`src/rtl/bs_pkg.sv`:
```
package bs_pkg;

  localparam int DATA_W  = 32;
  localparam int IMM_W   = 8;
  localparam int ROT_W   = 4;
  localparam int SHAMT_W = 5;
  localparam int RAMT_W  = 8;
  localparam int AMT_W   = SHAMT_W + 1;        // holds 0..33
  localparam int WIDE_W  = 2 * DATA_W + 1;
  localparam logic [AMT_W-1:0] AMT_FULL = AMT_W'(DATA_W);
  localparam logic [AMT_W-1:0] AMT_PAST = AMT_W'(DATA_W + 1);

  typedef enum logic [1:0] {
    FORM_IMM_ROT = 2'd0,
    FORM_IMM_SHF = 2'd1,
    FORM_REG_SHF = 2'd2,
    FORM_REG_ALT = 2'd3
  } opd_form_e;

  typedef enum logic [1:0] {
    SK_LSL = 2'd0,
    SK_LSR = 2'd1,
    SK_ASR = 2'd2,
    SK_ROR = 2'd3
  } shift_kind_e;

  typedef struct packed {
    shift_kind_e        kind;
    logic [AMT_W-1:0]   amt;
    logic               rrx;
    logic               bypass;
    logic [DATA_W-1:0]  val;
  } shift_req_t;

  // Each function returns {carry, result}.
  function automatic logic [DATA_W:0] f_lsl(logic [DATA_W-1:0] v, logic [AMT_W-1:0] n);
    logic [WIDE_W-1:0] w;
    w = {{(DATA_W+1){1'b0}}, v} << n;
    return {w[DATA_W], w[DATA_W-1:0]};
  endfunction

  function automatic logic [DATA_W:0] f_lsr(logic [DATA_W-1:0] v, logic [AMT_W-1:0] n);
    logic [WIDE_W-1:0] w;
    w = {v, {(DATA_W+1){1'b0}}} >> n;
    return {w[DATA_W], w[WIDE_W-1:DATA_W+1]};
  endfunction

  function automatic logic [DATA_W:0] f_asr(logic [DATA_W-1:0] v, logic [AMT_W-1:0] n);
    logic signed [WIDE_W-1:0] w;
    w = $signed({v, {(DATA_W+1){1'b0}}});
    w = w >>> n;
    return {w[DATA_W], w[WIDE_W-1:DATA_W+1]};
  endfunction

  function automatic logic [DATA_W:0] f_ror(logic [DATA_W-1:0] v, logic [AMT_W-1:0] n);
    logic [2*DATA_W-1:0] d;
    d = {v, v} >> n;
    return {d[DATA_W-1], d[DATA_W-1:0]};
  endfunction

  function automatic logic [DATA_W:0] f_rrx(logic [DATA_W-1:0] v, logic c);
    return {v[0], c, v[DATA_W-1:1]};
  endfunction

endpackage

```
`src/rtl/bs_amount_norm.sv`:
```
module bs_amount_norm
  import bs_pkg::*;
(
  input  logic [1:0]          form_i,
  input  logic [1:0]          kind_i,
  input  logic [IMM_W-1:0]    imm_byte_i,
  input  logic [ROT_W-1:0]    rot_field_i,
  input  logic [SHAMT_W-1:0]  imm_amt_i,
  input  logic [RAMT_W-1:0]   amt_byte_i,
  input  logic [DATA_W-1:0]   reg_val_i,
  output shift_req_t          req_o
);

  opd_form_e   form;
  shift_kind_e kind;
  logic        amt_zero_imm;
  logic        amt_zero_reg;
  logic        amt_ge_full;
  logic        amt_ge_past;
  logic [SHAMT_W-1:0] rot_low;

  assign form         = opd_form_e'(form_i);
  assign kind         = shift_kind_e'(kind_i);
  assign amt_zero_imm = (imm_amt_i == '0);
  assign amt_zero_reg = (amt_byte_i == '0);
  assign amt_ge_full  = (amt_byte_i >= RAMT_W'(DATA_W));
  assign amt_ge_past  = (amt_byte_i >= RAMT_W'(DATA_W + 1));
  assign rot_low      = amt_byte_i[SHAMT_W-1:0];

  always_comb begin
    req_o        = '0;
    req_o.kind   = kind;
    req_o.val    = reg_val_i;
    unique case (form)
      FORM_IMM_ROT: begin
        req_o.kind   = SK_ROR;
        req_o.val    = {{(DATA_W-IMM_W){1'b0}}, imm_byte_i};
        req_o.amt    = AMT_W'({rot_field_i, 1'b0});
        req_o.bypass = (rot_field_i == '0);
      end
      FORM_IMM_SHF: begin
        req_o.amt = AMT_W'(imm_amt_i);
        unique case (kind)
          SK_LSL: req_o.bypass = amt_zero_imm;
          SK_LSR,
          SK_ASR: if (amt_zero_imm) req_o.amt = AMT_FULL;
          SK_ROR: req_o.rrx = amt_zero_imm;
          default: ;
        endcase
      end
      default: begin
        req_o.bypass = amt_zero_reg;
        unique case (kind)
          SK_LSL,
          SK_LSR: req_o.amt = amt_ge_past ? AMT_PAST : AMT_W'(amt_byte_i);
          SK_ASR: req_o.amt = amt_ge_full ? AMT_FULL : AMT_W'(amt_byte_i);
          SK_ROR: req_o.amt = (rot_low == '0) ? AMT_FULL : AMT_W'(rot_low);
          default: ;
        endcase
      end
    endcase
  end

endmodule

```
`src/rtl/bs_shift_core.sv`:
```
module bs_shift_core
  import bs_pkg::*;
(
  input  shift_req_t          req_i,
  input  logic                carry_i,
  output logic [DATA_W-1:0]   result_o,
  output logic                carry_o
);

  logic [DATA_W:0] lane [4];
  logic [DATA_W:0] picked;

  for (genvar g = 0; g < 4; g++) begin : g_lane
    if (g == int'(SK_LSL)) begin : g_lsl
      assign lane[g] = f_lsl(req_i.val, req_i.amt);
    end else if (g == int'(SK_LSR)) begin : g_lsr
      assign lane[g] = f_lsr(req_i.val, req_i.amt);
    end else if (g == int'(SK_ASR)) begin : g_asr
      assign lane[g] = f_asr(req_i.val, req_i.amt);
    end else begin : g_ror
      assign lane[g] = f_ror(req_i.val, req_i.amt);
    end
  end

  always_comb begin
    if (req_i.bypass)   picked = {carry_i, req_i.val};
    else if (req_i.rrx) picked = f_rrx(req_i.val, carry_i);
    else                picked = lane[req_i.kind];
  end

  assign result_o = picked[DATA_W-1:0];
  assign carry_o  = picked[DATA_W];

endmodule

```
`src/rtl/bs_operand_shifter.sv`:
```
module bs_operand_shifter
  import bs_pkg::*;
(
  input  logic [1:0]          opd_form,
  input  logic [1:0]          shift_kind,
  input  logic [IMM_W-1:0]    imm_byte,
  input  logic [ROT_W-1:0]    rot_field,
  input  logic [SHAMT_W-1:0]  imm_amt,
  input  logic [RAMT_W-1:0]   amt_byte,
  input  logic [DATA_W-1:0]   reg_val,
  input  logic                carry_in,
  output logic [DATA_W-1:0]   operand,
  output logic                carry_out
);

  shift_req_t        req;
  logic              shift_bypass;
  logic              use_rrx;
  logic [AMT_W-1:0]  eff_amt;

  bs_amount_norm u_norm (
    .form_i      (opd_form),
    .kind_i      (shift_kind),
    .imm_byte_i  (imm_byte),
    .rot_field_i (rot_field),
    .imm_amt_i   (imm_amt),
    .amt_byte_i  (amt_byte),
    .reg_val_i   (reg_val),
    .req_o       (req)
  );

  assign shift_bypass = req.bypass;
  assign use_rrx      = req.rrx;
  assign eff_amt      = req.amt;

  bs_shift_core u_core (
    .req_i    (req),
    .carry_i  (carry_in),
    .result_o (operand),
    .carry_o  (carry_out)
  );

endmodule

```
`config.mk`:
```
export PLATFORM = sky130hd
export DESIGN_NAME = bs_operand_shifter
export DESIGN_NICKNAME = d
export VERILOG_FILES = /design/src/rtl/bs_pkg.sv /design/src/rtl/bs_amount_norm.sv /design/src/rtl/bs_shift_core.sv /design/src/rtl/bs_operand_shifter.sv
export SDC_FILE = /design/constraint.sdc
export NUM_CORES = 1
export LEC_CHECK = 0
export ABC_CLOCK_PERIOD_IN_PS = 3400
export BUFFER_PORTS_ARGS = -buffer_cell sky130_fd_sc_hd__buf_2
export CAP_MARGIN = 20
export CELL_PAD_IN_SITES_DETAIL_PLACEMENT = 2
export CELL_PAD_IN_SITES_GLOBAL_PLACEMENT = 2
export CORE_MARGIN = 4
export CORE_UTILIZATION = 36
export DETAILED_ROUTE_END_ITERATION = 6
export GPL_TIMING_DRIVEN = 0
export PLACE_DENSITY_LB_ADDON = 0.3
export SYNTH_ARGS = -nofsm -noshare
export SYNTH_HDL_FRONTEND = slang
export SYNTH_HIERARCHICAL = 1
export SYNTH_SLANG_ARGS = --single-unit
```
`constraint.sdc`:
```
create_clock -name vclk -period 3.4
set_input_delay 0 -clock vclk [all_inputs]
set_output_delay 0 -clock vclk [all_outputs]
set_load 0.1 [all_outputs]
```
==> run_results.csv, run 1 <==
group,metric,value,unit
cells_and_area,drive_gt1_share,35.3,%
power_and_ir_drop,ir_worst_vdd,0.245,mV
drt,drc,0,
power_and_ir_drop,clock_power_share,0,%
sta,tightest_slew,1.15,ns
synth,yosysSeqAreaShare,0,%
placed_design,gp_congestion,1.11,
grt,grt.overflow.total,0,
sta,hold_viol,0,
worst_setup_path,crit_type,"input port to output pin",
synth,syn_area,0.00755,mm2
synth,synthDistinctLibCells,85,
sta,worst_slack,-0.166,ns
worst_setup_path,cp.arrival,3.57,ns
sta,fmax,0.280,GHz
synth,synth_warnings,6,
worst_setup_path,crit_top_cell,"buf_2",
grt,grt_pass1_vias,11100,
worst_setup_path,cp_slowest_cell,"nor2_1",
worst_setup_path,end_kind,"output pin",
floorplanning,fp.dieW,153,um
power_and_ir_drop,power.density,389,mW/mm2
sta,slew_viol_final,0,
power_and_ir_drop,power.internal,1.06,mW
cells_and_area,final_cell_mix,"98 x nand2_1, 83 x buf_2, 80 x a21oi_1",
floorplanning,io_pins,95,
drt,ant_nets,0,
grt,grt_pass1_wl,83700,um
outcome,violations,"setup timing",
floorplanning,std_cell_rows,52,
worst_setup_path,cp-start-kind,"input port",
cells_and_area,clkbuf_count,0,
synth,synth_cells,1007,
power_and_ir_drop,p_sw_share,70.5,%
worst_setup_path,cp.required,3.40,ns
drt,wl_met1,21300,um
floorplanning,start_util,37.0,%
power_and_ir_drop,p_sw,2.55,mW
grt,antenna_found_initial,0,
drt,routed-wl-met3,9790,um
sta,max_slew_margin,22.8,%
floorplanning,core_area,0.0204,mm2
drt,via_per_inst,8.21,
worst_setup_path,cp_max_fo,10,
cells_and_area,seq_area,0,um2
flow_run,max_cap_violations,0,
worst_setup_path,path_delay_family,"buffers and inverters",
worst_setup_path,crit_chain,"buf_2 -> ha_2 -> nor2_1 -> o22ai_1 -> buf_2 -> inv_4 -> buf_4 -> buf_2 -> nor2_1 -> nor2_1 -> a22oi_1 -> a41oi_2 -> buf_2",
drt,dr.pass1.iters,6,
floorplanning,fp.dieH,153,um
grt,grt_usage,48.8,%
sta,period_minus_slack,3.57,ns
grt,grt_max_degree,11,
floorplanning,fp.dieArea,0.0234,mm2
cells_and_area,n_sequential_cell,0,
power_and_ir_drop,leakagePower,3.38,nW
synth,synth.avg_cell_area,7.50,um2
cells_and_area,fin_util,45.4,%
synth,synth_nets,1072,
drt,dr.max_layer_used,"met4",
drt,drt_iter0_drc,2037,
cells_and_area,final_common_cell,"nand2_1",
cells_and_area,layout.nets,1175,
drt,wire_per_inst,45.2,um
placed_design,io_buffers,93,
drt,vias,11300,
outcome,status,"finished, violations left",
cells_and_area,fillCellCount,2354,
power_and_ir_drop,combPwrFrac,100.0,%
worst_setup_path,crit_path_max_incr_delay,0.52,ns
drt,met2RoutedLength,25000,um
sta,post-route-period-util,105,%
placed_design,pre_cts_ws,-0.932,ns
cells_and_area,antenna-diode-count,0,
cells_and_area,syn2layout_area_growth,22.9,%
hold_path,hold_class,"input port to output pin",
power_and_ir_drop,seqPwrFrac,0,%
sta,finalSetupViolations,13,
placed_design,hpwlAfterDp,45700,um
worst_setup_path,worst-path-buf-inv,6,
drt,wl,62300,um
clocking,ctsHoldBuffers,0,
[worst min-delay path, delay by kind of cell]
kind / cells / cell delay [ns]
buffers and inverters: 2 / 0.32
AO/OA/AOI/OAI: 2 / 0.34
[metrics by stage]
step | instances | hold WS [ns] | cell area [um2] | TNS (ns) | total power [mW]
3_3_place_gp | 1370 | 0.669 | 8530 | -20.55 | 3.02
4_1_cts | 1372 | 0.638 | 8890 | -0.0456 | 3.22
2_1_floorplan | 1007 | 0.502 | 7720 | -0.0791 | 2.12
6_report | 1378 | 0.655 | 9290 | -0.563 | 3.61
3_5_place_dp | 1371 | 0.694 | 8540 | -20.96 | 3.07
5_1_grt | 1378 | 0.664 | 9290 | -0.836 | 3.59
[cell usage after synthesis (all sizes together), types with 8 or more instances]
cell / count / area, um2
nor3: 31 / 165
a211oi: 22 / 175
o22ai: 25 / 156
nor2b: 34 / 213
mux4: 71 / 1660
o31ai: 9 / 72.6
and2: 8 / 50.1
a31oi: 21 / 131
a221oi: 8 / 70.1
o221ai: 8 / 70.1
clkbuf: 70 / 263
mux2i: 62 / 687
nand3: 25 / 125
a21oi: 86 / 430
nor2: 84 / 342
o211ai: 10 / 75.1
inv: 31 / 116
mux2: 40 / 465
nand2: 100 / 375
nand2b: 13 / 81.3
a2111oi: 10 / 100
o21ai: 60 / 300
buf: 55 / 392
[path summary, 6_finish.rpt]
path | startpoint | cells past startpoint | end
worst max-delay path | shift_kind[0] | 13 | operand[4]
worst min-delay path | carry_in | 4 | carry_out
[layout make-up]
cell class                      instances  area (um2)  share of cell area [%]
Inverter                               32         123                    1.32
Timing Repair Buffer                  102         642                    6.91
Tap cell                              270         338                    3.64
Multi-Input combinational cell        850        7380                    79.5
Buffer                                124         806                    8.68
[power groups by stage]
stage / clock (mW) / combinational, mW / sequential (mW)
2_1_floorplan: 0 / 2.12 / 0
3_3_place_gp: 0 / 3.02 / 0
3_5_place_dp: 0 / 3.07 / 0
4_1_cts: 0 / 3.22 / 0
5_1_grt: 0 / 3.59 / 0
6_report: 0 / 3.61 / 0
[metal layers]
| metal | vias up | global-route usage, % |
|---|---|---|
| met5 | - | 0 |
| met4 | 0 | 27.4 |
| met3 | 486 | 17.4 |
| met2 | 1263 | 73.4 |
| met1 | 5445 | 60.8 |
| li1 | 4122 | - |
[what timing repair did]
action                                  CTS  global route
endpoints found under the setup margin   33            33
resized for setup                       110            97
endpoints found under the hold margin     0             0
pin swaps                                 3            10
setup buffers                             2             6
[cell families (layout without fill, tap and decap cells)]
kind of cell               Yosys count  count (layout)  share of synthesized area [%]
and+or+nand+nor                    335             335                           21.8
adders and majority gates            3               3                          0.497
buffers and inverters              157             258                           10.3
muxes                              173             173                           37.2
AOI/OAI and AO/OA                  339             339                           30.2
Note: power is estimated with default switching activity, not from simulation.
==> run 2: changes to the inputs <==
Settings changed: CORE_UTILIZATION 36 to 32, SYNTH_HIERARCHICAL 1 to unset.
==> run_results.csv, run 2 <==
group,metric,value,unit
outcome,status,"stopped before the end",
outcome,stop_stage,"global routing (5_1_grt)",
outcome,stop_error,"[ERROR GRT-0232] Routing congestion too high. Check the congestion heatmap in the GUI.",
placed_design,io_buffers,95,
placed_design,gp_congestion,1.17,
floorplanning,io_pins,95,
floorplanning,std_cell_rows,54,
synth,yosysTopAreaCell,"mux2i_1",
sta,grt-worst-endpoint,"operand[22]",
synth,synthTopCellsByArea,"mux2i_1 13%, nand2_1 9.8%, a21oi_1 7.0%, nor2_1 6.8%, o21ai_0 6.5%",
placed_design,pre_cts_ws,-1.96,ns
synth,synth_nets,1243,
synth,synthDistinctLibCells,73,
floorplanning,fp.dieH,157,um
synth,synth.most_common_cell,"nand2_1",
floorplanning,fp.dieW,157,um
synth,yosysTopAreaCellShare,13.3,%
synth,synth_commonest_cells,"185 x nand2_1, 127 x nor2_1, 99 x a21oi_1",
synth,syn_area,0.00706,mm2
grt,grt_usage,86.4,%
sta,worst_path_end_type,"top-level output",
placed_design,post-place-cells,1555,
synth,synth_cells,1178,
synth,synth.avg_cell_area,5.99,um2
placed_design,hpwlAfterDp,51700,um
clocking,ctsHoldBuffers,0,
floorplanning,start_util,32.5,%
synth,synth_warnings,0,
synth,yosysSeqAreaShare,0,%
grt,grt_max_degree,11,
grt,grt.overflow.total,405,
-- run 2: cell count changes after synthesis, sizes merged, moves of 32 or more --
cell / previous run / this run
mux4: 71 / 4
nor2b: 34 / 1
o21ai: 60 / 112
nand2: 100 / 185
mux2i: 62 / 94
nor2: 84 / 128
-- run 2: metrics by stage --
step | setup TNS [ns] | instance area, um2
after floorplan | -0.835 | 7320
after global placement | -49.26 | 8140
after detailed placement | -51.13 | 8160
after CTS | -0.325 | 9970
-- run 2: timing repair --
action | in CTS
resized for setup | 387
pin swaps | 44
gates cloned | 2
endpoints found under the setup margin | 33
setup buffers | 38
-- run 2: kinds of logic after synthesis --
family / share of synthesized area [%]
buffers and inverters: 6.72
adder cells (fa/ha/maj): 0.532
AO/OA/AOI/OAI: 47.1
multiplexers: 17.9
AND/OR/NAND/NOR: 27.7
-- run 2: layer usage --
layer,track usage (%),GRT overflow
met1,85.3,9
met2,97.0,178
met3,77.8,17
met4,88.2,198
met5,48.8,3
